$ cat config.mk
export PLATFORM = sky130hd
export DESIGN_NAME = clock_victim_sel
export DESIGN_NICKNAME = d
export VERILOG_FILES = /design/src/rtl/clock_sel_pkg.sv /design/src/rtl/clk_use_bits.sv /design/src/rtl/clk_hand.sv /design/src/rtl/clk_scan_fsm.sv /design/src/rtl/clock_victim_sel.sv
export SDC_FILE = /design/constraint.sdc
export NUM_CORES = 1
export LEC_CHECK = 0
export BUFFER_PORTS_ARGS = -buffer_cell sky130_fd_sc_hd__clkbuf_2
export CORE_ASPECT_RATIO = 0.9
export CORE_MARGIN = 4
export CORE_UTILIZATION = 40
export DETAILED_ROUTE_END_ITERATION = 10
export GPL_ROUTABILITY_DRIVEN = 0
export GPL_TIMING_DRIVEN = 1
export SYNTH_ARGS = -nofsm -noshare
export SYNTH_HDL_FRONTEND = slang
export SYNTH_SLANG_ARGS = --single-unit
$ cat constraint.sdc
create_clock -name clk -period 1.4 [get_ports clk]
set_input_delay 0.14 -clock clk [delete_from_list [all_inputs] [get_ports clk]]
set_output_delay 0.14 -clock clk [all_outputs]
set_load 0.05 [all_outputs]
$ cat src/rtl/clock_sel_pkg.sv
package clock_sel_pkg;
  typedef enum logic {
    ST_IDLE = 1'b0,
    ST_SCAN = 1'b1
  } scan_state_e;
endpackage

$ cat src/rtl/clk_use_bits.sv
module clk_use_bits #(
  parameter int NUM_FRAMES = 8,
  parameter int IDX_W      = (NUM_FRAMES > 1) ? $clog2(NUM_FRAMES) : 1
) (
  input  logic                  clk,
  input  logic                  rst_n,
  input  logic                  set_vld,
  input  logic [IDX_W-1:0]      set_idx,
  input  logic                  clr_vld,
  input  logic [IDX_W-1:0]      clr_idx,
  output logic [NUM_FRAMES-1:0] bits
);

  for (genvar i = 0; i < NUM_FRAMES; i++) begin : g_flag
    logic hit_set, hit_clr;
    assign hit_set = set_vld && (set_idx == IDX_W'(i));
    assign hit_clr = clr_vld && (clr_idx == IDX_W'(i));
    always_ff @(posedge clk or negedge rst_n) begin
      if (!rst_n)       bits[i] <= 1'b0;
      else if (hit_set) bits[i] <= 1'b1;   // touch has priority over clear
      else if (hit_clr) bits[i] <= 1'b0;
    end
  end


  touch_sets_flag_chk: assert property (@(posedge clk) disable iff (!rst_n)
    set_vld |=> bits[$past(set_idx)]);


  pass_clears_flag_chk: assert property (@(posedge clk) disable iff (!rst_n)
    (clr_vld && !(set_vld && set_idx == clr_idx)) |=> !bits[$past(clr_idx)]);

endmodule

$ cat src/rtl/clk_hand.sv
module clk_hand #(
  parameter int NUM_FRAMES = 8,
  parameter int IDX_W      = (NUM_FRAMES > 1) ? $clog2(NUM_FRAMES) : 1
) (
  input  logic             clk,
  input  logic             rst_n,
  input  logic             step,
  output logic [IDX_W-1:0] hand
);
  localparam logic [IDX_W-1:0] LAST = IDX_W'(NUM_FRAMES - 1);

  always_ff @(posedge clk or negedge rst_n) begin
    if (!rst_n)    hand <= '0;
    else if (step) hand <= (hand == LAST) ? '0 : hand + 1'b1;
  end


  hand_step_chk: assert property (@(posedge clk) disable iff (!rst_n)
    step |=> (hand == (($past(hand) == LAST) ? '0 : $past(hand) + 1'b1)));


  hand_hold_chk: assert property (@(posedge clk) disable iff (!rst_n)
    !step |=> $stable(hand));

endmodule

$ cat src/rtl/clk_scan_fsm.sv
module clk_scan_fsm
  import clock_sel_pkg::*;
#(
  parameter int NUM_FRAMES = 8,
  parameter int IDX_W      = (NUM_FRAMES > 1) ? $clog2(NUM_FRAMES) : 1
) (
  input  logic             clk,
  input  logic             rst_n,
  input  logic             req_valid,
  output logic             req_ready,
  input  logic             cur_flag,
  input  logic [IDX_W-1:0] hand,
  output logic             step,
  output logic             clr_vld,
  output logic             victim_valid,
  output logic [IDX_W-1:0] victim_frame
);
  scan_state_e state, state_nx;
  logic        found;

  assign req_ready = (state == ST_IDLE);
  assign step      = (state == ST_SCAN);
  assign clr_vld   = (state == ST_SCAN) && cur_flag;
  assign found     = (state == ST_SCAN) && !cur_flag;

  always_comb begin
    state_nx = state;
    unique case (state)
      ST_IDLE: if (req_valid) state_nx = ST_SCAN;
      ST_SCAN: if (found)     state_nx = ST_IDLE;
      default:                state_nx = ST_IDLE;
    endcase
  end

  always_ff @(posedge clk or negedge rst_n) begin
    if (!rst_n) begin
      state        <= ST_IDLE;
      victim_valid <= 1'b0;
      victim_frame <= '0;
    end else begin
      state        <= state_nx;
      victim_valid <= found;
      if (found) victim_frame <= hand;
    end
  end


  victim_pulse_chk: assert property (@(posedge clk) disable iff (!rst_n)
    victim_valid |=> !victim_valid);


  accept_busy_chk: assert property (@(posedge clk) disable iff (!rst_n)
    (req_valid && req_ready) |=> !req_ready);


  strobe_idle_chk: assert property (@(posedge clk) disable iff (!rst_n)
    victim_valid |-> req_ready);

endmodule

$ cat src/rtl/clock_victim_sel.sv
module clock_victim_sel #(
  parameter int NUM_FRAMES = 8,
  parameter int IDX_W      = (NUM_FRAMES > 1) ? $clog2(NUM_FRAMES) : 1
) (
  input  logic             clk,
  input  logic             rst_n,
  input  logic             touch_valid,
  input  logic [IDX_W-1:0] touch_frame,
  input  logic             vreq_valid,
  output logic             vreq_ready,
  output logic             victim_valid,
  output logic [IDX_W-1:0] victim_frame
);
  localparam int RUN_W = IDX_W + 2;

  logic [NUM_FRAMES-1:0] use_flags;
  logic [IDX_W-1:0]      hand;
  logic                  step, clr_vld, cur_flag;

  assign cur_flag = use_flags[hand];

  clk_use_bits #(.NUM_FRAMES(NUM_FRAMES), .IDX_W(IDX_W)) u_flags (
    .clk(clk), .rst_n(rst_n),
    .set_vld(touch_valid), .set_idx(touch_frame),
    .clr_vld(clr_vld), .clr_idx(hand),
    .bits(use_flags)
  );

  clk_hand #(.NUM_FRAMES(NUM_FRAMES), .IDX_W(IDX_W)) u_hand (
    .clk(clk), .rst_n(rst_n), .step(step), .hand(hand)
  );

  clk_scan_fsm #(.NUM_FRAMES(NUM_FRAMES), .IDX_W(IDX_W)) u_fsm (
    .clk(clk), .rst_n(rst_n),
    .req_valid(vreq_valid), .req_ready(vreq_ready),
    .cur_flag(cur_flag), .hand(hand),
    .step(step), .clr_vld(clr_vld),
    .victim_valid(victim_valid), .victim_frame(victim_frame)
  );

  // Touch-free scan length counter, used only by the bound check below.
  logic [RUN_W-1:0] run_len;
  always_ff @(posedge clk or negedge rst_n) begin
    if (!rst_n)                     run_len <= '0;
    else if (!step || touch_valid)  run_len <= '0;
    else                            run_len <= run_len + 1'b1;
  end


  scan_bound_chk: assert property (@(posedge clk) disable iff (!rst_n)
    step |-> (run_len <= RUN_W'(NUM_FRAMES)));


  reset_state_chk: assert property (@(posedge clk) disable iff (!rst_n)
    $rose(rst_n) |-> (use_flags == '0 && hand == '0));

endmodule

==> results.cfg, run 1 <==
[run_status]
status = finished, violations left
violations = setup timing

[critical_path]
crit_chain = mux2_4, o22ai_4, o21ai_4, mux2_4
arrival_ps = 1760
cp-start-kind = flip-flop
r2r-start = u_hand.hand[1]$_DFFE_PN0P_
worstSetupPathType = flip-flop to flip-flop
reg2reg_depth = 4
critPathMaxStageDelay_ps = 460
crit_required_ps = 1590
path_max_fanout = 5
endpoint_kind = flip-flop
rrSetupSlack_ps = -170
critical-path-slowest-cell = dfrtp_2
r2r-end = u_fsm.victim_frame[1]$_DFFE_PN0P_
crit_top_cell = mux2_4

[synthesis]
synth_mux_area_frac = 0.0951
ys_seq_area_frac = 0.461
synth.distinct_cells = 24
synth_compound_area_frac = 0.236
synthXorXnorAreaFrac = 0
syn_avg_cell_area_um2 = 11.4
ys_warn_count = 0
synth_edf_count = 0
synth_top_family_by_area = compound AO/OA/AOI/OAI gates
ys_top_cells_by_count = 16 x dfrtp_1, 9 x inv_1, 8 x o21ai_0
ys_seq_elements = 16
synthArstFlopShare = 1.00
synth_fa_ha_area_frac = 0.0865
ys_top_cells_by_area = dfrtp_1 46%, ha_1 8.6%, o31ai_1 6.1%, o21ai_0 4.6%, inv_1 3.9%
synth_fp_nets = 89
synth_cells = 76
synth_ff_type = dfrtp_1
synth_top_area_share = 0.461
yosys.area.top_type = dfrtp_1
yosys.cell_count.top_type = dfrtp_1
netlist_area_um2 = 868
synth-simple-area-share = 0.0764

[timing]
fin_skew_ps = 6.30
grt_setup_unrepaired = true
setup_violations = 11
hold_viol = 0
max_freq_ghz = 0.637
setup_slack_ps = -169
whs_ps = 53.3
maxSlewViolCount = 0
min_period_ps = 1570
post-route-period-util = 1.12
worst_pin_slew_ps = 415
finalSetupTns_ps = -1010
relSlewSlack = 0.723

[cts]
cts_tree = done
numClockSinks = 16
root_buffer = clkbuf_4
cts_buffers = 3
path_clk_slew_ps = 90
post_cts_buffers = 0
clk_path_buf_depth = 2
clkLatencyLatePin_ps = 300
htreeDepth = 1

[global_routing]
antenna_found_initial = 0
grt_max_degree = 17
grtUsageTotal = 0.145
grt_pass1_vias = 691
grt_overflow_total = 0
grt_pass1_wl_um = 3200

[final_layout]
antennaDiodeCount = 0
nNetsFinal = 118
stdcell_count = 129
syn_to_final_growth_pct = 32.0
nFillCells = 179
drive_gt1_frac = 0.462
post-route-util = 0.576

[power_and_ir_drop]
p_switching_uw = 1420
switching_share = 0.449
clkPwrFrac = 0.098
p_per_area_nw_per_um2 = 2770
p_int_uw = 1750
seqPwrFrac = 0.288
combPwrFrac = 0.614
ir_worst_vdd_mv = 1.47
p_leak_uw = 0.000546

[routing]
via_count = 703
drc_errors = 0
drt-initial-drc-count = 16
wl_per_cell_um = 15.6
vias_per_cell = 5.45
detail-route-antenna-nets = 0
wirelength_um = 2020
drtPass1Iterations = 5

[run]
max_cap_violations = 0

[min_path]
hold_path.class = input port to flip-flop
hold_start = vreq_valid
holdPathStages = 2
holdPathEnd = u_fsm.step$_DFF_PN0_

[die]
initial_utilization = 0.436
die_y_um = 52.2
core_um2 = 1990
fp.dieW_um = 57.1
rows = 15
boundaryPins = 12
die_area_um2 = 2980

[placed_design]
portBuffers = 11
dp.cells = 124
dp_hpwl_um = 1480
## per-stage QoR
step / setup slack (ps) / instance area, um2 / total power (uW)
finish: -169 / 1150 / 3170
global route: -214 / 1150 / 3400
floorplan: -102 / 875 / 2040
CTS: -154 / 1120 / 3050
detailed placement: -167 / 1050 / 2660
global placement: -133 / 1050 / 2630
## critical path: cells and delay by family, from the launching register on
kind | cells | cell delay [ps]
multiplexers | 2 | 650
AO/OA/AOI/OAI | 2 | 360
flip-flops | 1 | 460
## power groups by stage
stage	logic, uW	clock network, uW	registers [uW]
5_1_grt	2120	341	936
3_5_place_dp	1770	0	892
2_1_floorplan	1000	0	1040
3_3_place_gp	1740	0	889
6_report	1950	311	912
4_1_cts	1840	321	890
## registers in the layout, summed over array words and instances (netlist names)
register            flops
u_flags.bits            8
u_fsm.victim_valid      1
u_hand.hand             3
u_fsm.step              1
u_fsm.victim_frame      3
## worst max path at each step
stage,start,end
after floorplan,u_hand.hand[1]$_DFFE_PN0P_,u_fsm.victim_frame[0]$_DFFE_PN0P_
after global placement,u_hand.hand[0]$_DFFE_PN0P_,u_flags.bits[7]$_DFFE_PN0P_
after detailed placement,u_hand.hand[0]$_DFFE_PN0P_,u_fsm.victim_frame[1]$_DFFE_PN0P_
after CTS,u_hand.hand[1]$_DFFE_PN0P_,u_fsm.victim_frame[1]$_DFFE_PN0P_
after global routing,u_hand.hand[1]$_DFFE_PN0P_,u_fsm.victim_frame[1]$_DFFE_PN0P_
final,u_hand.hand[1]$_DFFE_PN0P_,u_fsm.victim_frame[1]$_DFFE_PN0P_
## area by class of cell
class / count / area (um2) / share of cell area
Clock buffer: 4 / 36.3 / 0.0317
Multi-Input combinational cell: 50 / 469 / 0.409
Timing Repair Buffer: 25 / 173 / 0.151
Inverter: 9 / 33.8 / 0.0295
Sequential cell: 16 / 403 / 0.352
Tap cell: 25 / 31.3 / 0.0273
## routing by layer
layer | vias up | part of all wire | GRT usage
li1 | 333 | - | -
met1 | 344 | 0.46 | 0.176
met4 | 0 | 0.015 | 0.0347
met5 | - | 0 | 0
met3 | 6 | 0.057 | 0.0517
met2 | 20 | 0.47 | 0.247
## cell families after synthesis
group,count (synthesis)
DFF,16
buffers and inverters,10
adders and majority gates,6
muxes,7
and+or+nand+nor,13
AOI/OAI and AO/OA,24
## cell usage in the layout, fill, tap and decap left out, types with 2 or more instances in the layout
cell type	instances
buf_4	12
buf_6	2
clkbuf_2	10
clkbuf_4	3
dfrtp_1	14
dfrtp_2	2
ha_1	6
inv_1	7
inv_2	2
mux2_4	4
mux2i_1	3
nand2_1	4
nand2b_1	3
o21ai_0	2
o21ai_1	5
o31ai_1	4
o31ai_2	3
o41ai_1	2
## what timing repair did
action / in CTS / in global routing
pin swaps: 4 / 1
resized for setup: 6 / 14
setup endpoints to repair: 13 / 14
hold buffers: 1 / 0
hold endpoints to repair: 16 / 0
(Power assumes the default switching activity.)
==> inputs of run 2 (changes only) <==
==> constraint.sdc (replaced) <==
create_clock -name clk -period 1.4 [get_ports clk]
set_input_delay 0.07 -clock clk [delete_from_list [all_inputs] [get_ports clk]]
set_output_delay 0.07 -clock clk [all_outputs]
set_load 0.05 [all_outputs]
==> run 2 against run 1 <==
The flow still finishes with violations (setup timing). Critical path depth stayed put. Sequential cell count stayed put. Utilization is 0.31 points higher. Highest routed layer unchanged.
==> results.cfg, run 2 (synthesized netlist as in run 1, its figures left out) <==
[timing]
fin_skew_ps = 6.34
whs_ps = 27.9
setup_slack_ps = -169
relSlewSlack = 0.723
finalSetupTns_ps = -1010
hold_viol = 0
min_period_ps = 1570
post-route-period-util = 1.12
grt_setup_unrepaired = true
worst_pin_slew_ps = 416
setup_violations = 11
max_freq_ghz = 0.637
maxSlewViolCount = 0

[global_routing]
grtUsageTotal = 0.146
grt_overflow_total = 0
grt_pass1_wl_um = 3220
grt_pass1_vias = 693
antenna_found_initial = 0
grt_max_degree = 17

[cts]
cts_buffers = 3
path_clk_slew_ps = 90
clk_path_buf_depth = 2
clkLatencyLatePin_ps = 290
post_cts_buffers = 0
htreeDepth = 1
numClockSinks = 16
root_buffer = clkbuf_4
cts_tree = done

[run_status]
status = finished, violations left
violations = setup timing

[min_path]
holdPathStages = 2
hold_path.class = input port to flip-flop
holdPathEnd = u_flags.bits[0]$_DFFE_PN0P_
hold_start = touch_frame[1]

[final_layout]
drive_gt1_frac = 0.448
regMostFlops = u_flags.bits
largest_register_ffs = 8
reg_top3 = u_flags.bits (8), u_fsm.victim_frame (3), u_hand.hand (3)
final_cell_area_um2 = 1150
syn_to_final_growth_pct = 32.7
layout_common_cells = 14 x dfrtp_1, 13 x buf_4, 10 x clkbuf_2, 8 x inv_1, 6 x ha_1
nNetsFinal = 119
nFillCells = 180
final_common_cell = dfrtp_1
antennaDiodeCount = 0

[critical_path]
rrSetupSlack_ps = -170
r2r-start = u_hand.hand[1]$_DFFE_PN0P_
crit_required_ps = 1590
path_max_fanout = 5
worstSetupPathType = flip-flop to flip-flop
r2r-end = u_fsm.victim_frame[1]$_DFFE_PN0P_
cp-start-kind = flip-flop
endpoint_kind = flip-flop
arrival_ps = 1760
reg2reg_depth = 4

[power_and_ir_drop]
p_leak_uw = 0.000550
switching_share = 0.449
ir_worst_vdd_mv = 1.45
p_per_area_nw_per_um2 = 2740
seqPwrFrac = 0.289
p_int_uw = 1740
p_switching_uw = 1410
clkPwrFrac = 0.098
combPwrFrac = 0.613

[routing]
drc_errors = 0
wl_per_cell_um = 15.5
drt-initial-drc-count = 16
drtPass1Iterations = 5
detail-route-antenna-nets = 0
via_count = 704
vias_per_cell = 5.42
wirelength_um = 2010

[placed_design]
portBuffers = 11
place_area_um2 = 1050
dp_hpwl_um = 1480

[die]
initial_utilization = 0.436
fp.dieW_um = 57.1
die_area_um2 = 2980
rows = 15
core_um2 = 1990
die_y_um = 52.2
boundaryPins = 12

[run]
max_cap_violations = 0
run 2: cell types whose count changed in the layout (fill, tap and decap cells not counted), sizes merged:
cell         change
dlygate4sd3      +1
run 2: metal layers:
layer,global-route usage,vias up,part of all wire,wire [um]
li1,-,335,-,-
met1,0.178,342,0.46,931
met2,0.247,20,0.47,935
met3,0.0517,7,0.054,109
met4,0.0347,0,0.016,33
met5,0,-,0,0
run 2: timing repair:
action | CTS | global route
hold endpoints to repair | 17 | 0
endpoints found under the setup margin | 12 | 14
hold buffers | 2 | 0
gates resized for setup | 5 | 14
pin swaps | 4 | 1
run 2: final cells by class:
type,count,area [um2],area share
sequential,16,403,0.350
clock buffer,4,36.3,0.0315
inverter,9,33.8,0.0293
multi-input combinational,50,469,0.407
tap,25,31.3,0.0271
timing repair buffer,26,179,0.155
run 2: power by group through the flow:
stage	clock (uW)	sequential, uW	combinational (uW)
after floorplan	0	1040	1000
after global placement	0	889	1740
after detailed placement	0	892	1770
after CTS	321	890	1830
after global routing	341	936	2100
final	308	912	1930
run 2: stage by stage:
| step | worst slack [ps] | cells | utilization | power (uW) |
|---|---|---|---|---|
| final | -169 | 130 | 0.579 | 3150 |
| after global routing | -214 | 130 | 0.579 | 3380 |
| after CTS | -154 | 130 | 0.566 | 3040 |
| after detailed placement | -167 | 124 | 0.530 | 2660 |
| after global placement | -133 | 124 | 0.530 | 2630 |
| after floorplan | -102 | 76 | - | 2040 |
run 2: worst max path at each step:
stage,startpoint,endpoint,slack (ps)
finish,u_hand.hand[1]$_DFFE_PN0P_,u_fsm.victim_frame[1]$_DFFE_PN0P_,-170
global route,u_hand.hand[1]$_DFFE_PN0P_,u_fsm.victim_frame[1]$_DFFE_PN0P_,-210
CTS,u_hand.hand[1]$_DFFE_PN0P_,u_fsm.victim_frame[1]$_DFFE_PN0P_,-150
detailed placement,u_hand.hand[0]$_DFFE_PN0P_,u_fsm.victim_frame[1]$_DFFE_PN0P_,-170
global placement,u_hand.hand[0]$_DFFE_PN0P_,u_flags.bits[7]$_DFFE_PN0P_,-130
floorplan,u_hand.hand[1]$_DFFE_PN0P_,u_fsm.victim_frame[0]$_DFFE_PN0P_,-100
run 2: worst max-delay path, cell delays in order (launching register included):
cell	delay, ps
dfrtp_2	460
mux2_4	340
o22ai_4	240
o21ai_4	120
mux2_4	310
==> inputs of run 3 (changes only) <==
--- a/config.mk
+++ b/config.mk
@@ -5,6 +5,7 @@
 export SDC_FILE = /design/constraint.sdc
 export NUM_CORES = 1
 export LEC_CHECK = 0
+export ABC_CLOCK_PERIOD_IN_PS = 1400
 export BUFFER_PORTS_ARGS = -buffer_cell sky130_fd_sc_hd__clkbuf_2
 export CORE_ASPECT_RATIO = 0.9
 export CORE_MARGIN = 4
@@ -12,6 +13,7 @@
 export DETAILED_ROUTE_END_ITERATION = 10
 export GPL_ROUTABILITY_DRIVEN = 0
 export GPL_TIMING_DRIVEN = 1
+export REMOVE_ABC_BUFFERS = 1
 export SYNTH_ARGS = -nofsm -noshare
 export SYNTH_HDL_FRONTEND = slang
 export SYNTH_SLANG_ARGS = --single-unit
==> run 3 against run 2 <==
The flow still finishes with violations (setup timing). Worst setup slack better by 1.2 ps. Utilization up 1.7 points. Combinational power up 5%. Wire length up 6.2%. Sequential power down 0.4%. Power up 2.7%. Cell count up 0.77%. Via count down 0.57%. Sequential cell count unchanged. Worst hold slack worse by 11 ps.
==> results.cfg, run 3 (synthesized netlist as in run 1, its figures left out) <==
[critical_path]
arrival_ps = 1750
worstSetupPathType = flip-flop to flip-flop
path_max_fanout = 5
cp-start-kind = flip-flop
endpoint_kind = flip-flop
crit_required_ps = 1580

[power_and_ir_drop]
ir_worst_vdd_mv = 1.33
p_per_area_nw_per_um2 = 2730
p_leak_uw = 0.000543

[routing]
drtPass1Iterations = 5
detail-route-antenna-nets = 0
wl_per_cell_um = 16.3
via_count = 700
drc_errors = 0
vias_per_cell = 5.34
wirelength_um = 2130
drt-initial-drc-count = 10

[min_path]
hold_path.class = input port to flip-flop

[timing]
post-route-period-util = 1.12
worst_pin_slew_ps = 497
min_period_ps = 1570
relSlewSlack = 0.669
hold_viol = 0
setup_violations = 12
grt_setup_unrepaired = true
max_freq_ghz = 0.638
setup_slack_ps = -168
maxSlewViolCount = 0
fin_skew_ps = 6.75

[cts]
htreeDepth = 1
cts_buffers = 3
clkLatencyLatePin_ps = 290
clk_path_buf_depth = 2
root_buffer = clkbuf_4
cts_tree = done
path_clk_slew_ps = 90
numClockSinks = 16

[global_routing]
grt_max_degree = 17
grt_pass1_wl_um = 3230
antenna_found_initial = 0
grt_pass1_vias = 685
grtUsageTotal = 0.146
grt_overflow_total = 0

[die]
boundaryPins = 12
core_um2 = 1990
die_area_um2 = 2980
rows = 15
initial_utilization = 0.436
fp.dieW_um = 57.1
die_y_um = 52.2

[run]
max_cap_violations = 0

[final_layout]
reg_top3 = u_flags.bits (8), u_fsm.victim_frame (3), u_hand.hand (3)
multi_input_area_um2 = 493
largest_register_ffs = 8
layout_common_cells = 14 x dfrtp_1, 13 x buf_4, 10 x clkbuf_2, 7 x o21ai_1, 6 x inv_1
nNetsFinal = 120
final_common_cell = dfrtp_1
syn_to_final_growth_pct = 36.6
post-route-util = 0.596
nFillCells = 181
antennaDiodeCount = 0
regMostFlops = u_flags.bits
drive_gt1_frac = 0.481
regArea_um2 = 403

[run_status]
status = finished, violations left
violations = setup timing

[placed_design]
dpl_worst_slack_ps = -205
portBuffers = 11
dp_hpwl_um = 1380
## run 3: routing by layer
metal / vias up / share of wire / global-route usage / routed length, um
met1: 331 / 0.44 / 0.185 / 945
li1: 333 / - / - / -
met5: - / 0 / 0 / 0
met2: 32 / 0.49 / 0.240 / 1050
met3: 4 / 0.061 / 0.0443 / 130
met4: 0 / 0.0033 / 0.0463 / 7
## run 3: through the flow
step | setup TNS [ps] | hold slack (ps) | std cells | cell area [um2] | total power, uW
floorplan | -355 | -226 | 75 | 863 | 2000
global placement | -1500 | 17.9 | 122 | 1030 | 2540
detailed placement | -1940 | 7.42 | 122 | 1030 | 2560
CTS | -569 | 12.5 | 130 | 1130 | 3030
global route | -1900 | 22.0 | 131 | 1190 | 3450
finish | -1370 | 17.2 | 131 | 1190 | 3240
## run 3: final cells by class
type | count | area share
Clock buffer | 4 | 0.0306
Sequential cell | 16 | 0.340
Tap cell | 25 | 0.0264
Timing Repair Buffer | 27 | 0.157
Inverter | 9 | 0.0306
Multi-Input combinational cell | 50 | 0.416
## run 3: worst max-delay path, cell delays in order, from the launching register on
cell and delay, ps:
dfrtp_2 460, mux2_4 340, o22ai_4 240, o21ai_4 110
mux2_4 310
## run 3: path summary, 6_finish.rpt
| path | cells after the start | start | endpoint | slack, ps |
|---|---|---|---|---|
| setup reg to reg | 4 | u_hand.hand[1]$_DFFE_PN0P_ | u_fsm.victim_frame[0]$_DFFE_PN0P_ | -170 |
| min in group asynchronous | 2 | rst_n | u_fsm.victim_valid$_DFF_PN0_ | 230 |
| max in group asynchronous | 2 | rst_n | u_hand.hand[1]$_DFFE_PN0P_ | 870 |
| hold / removal | 2 | touch_frame[0] | u_flags.bits[0]$_DFFE_PN0P_ | 20 |
| setup / recovery | 4 | u_hand.hand[1]$_DFFE_PN0P_ | u_fsm.victim_frame[0]$_DFFE_PN0P_ | -170 |
| hold reg to reg | 1 | u_fsm.victim_frame[1]$_DFFE_PN0P_ | u_fsm.victim_frame[1]$_DFFE_PN0P_ | 520 |
## run 3: what timing repair did
action,CTS,global route
endpoints found under the hold margin,17,0
buffers inserted,2,1
resized for setup,17,11
endpoints found under the setup margin,13,14
hold buffers,2,0
pin swaps,3,1
## run 3: power breakdown
part	internal (uW)	total, uW	switching (uW)
combinational	902	2030	1130
sequential	697	908	211
clock	158	299	141
total	1760	3240	1480
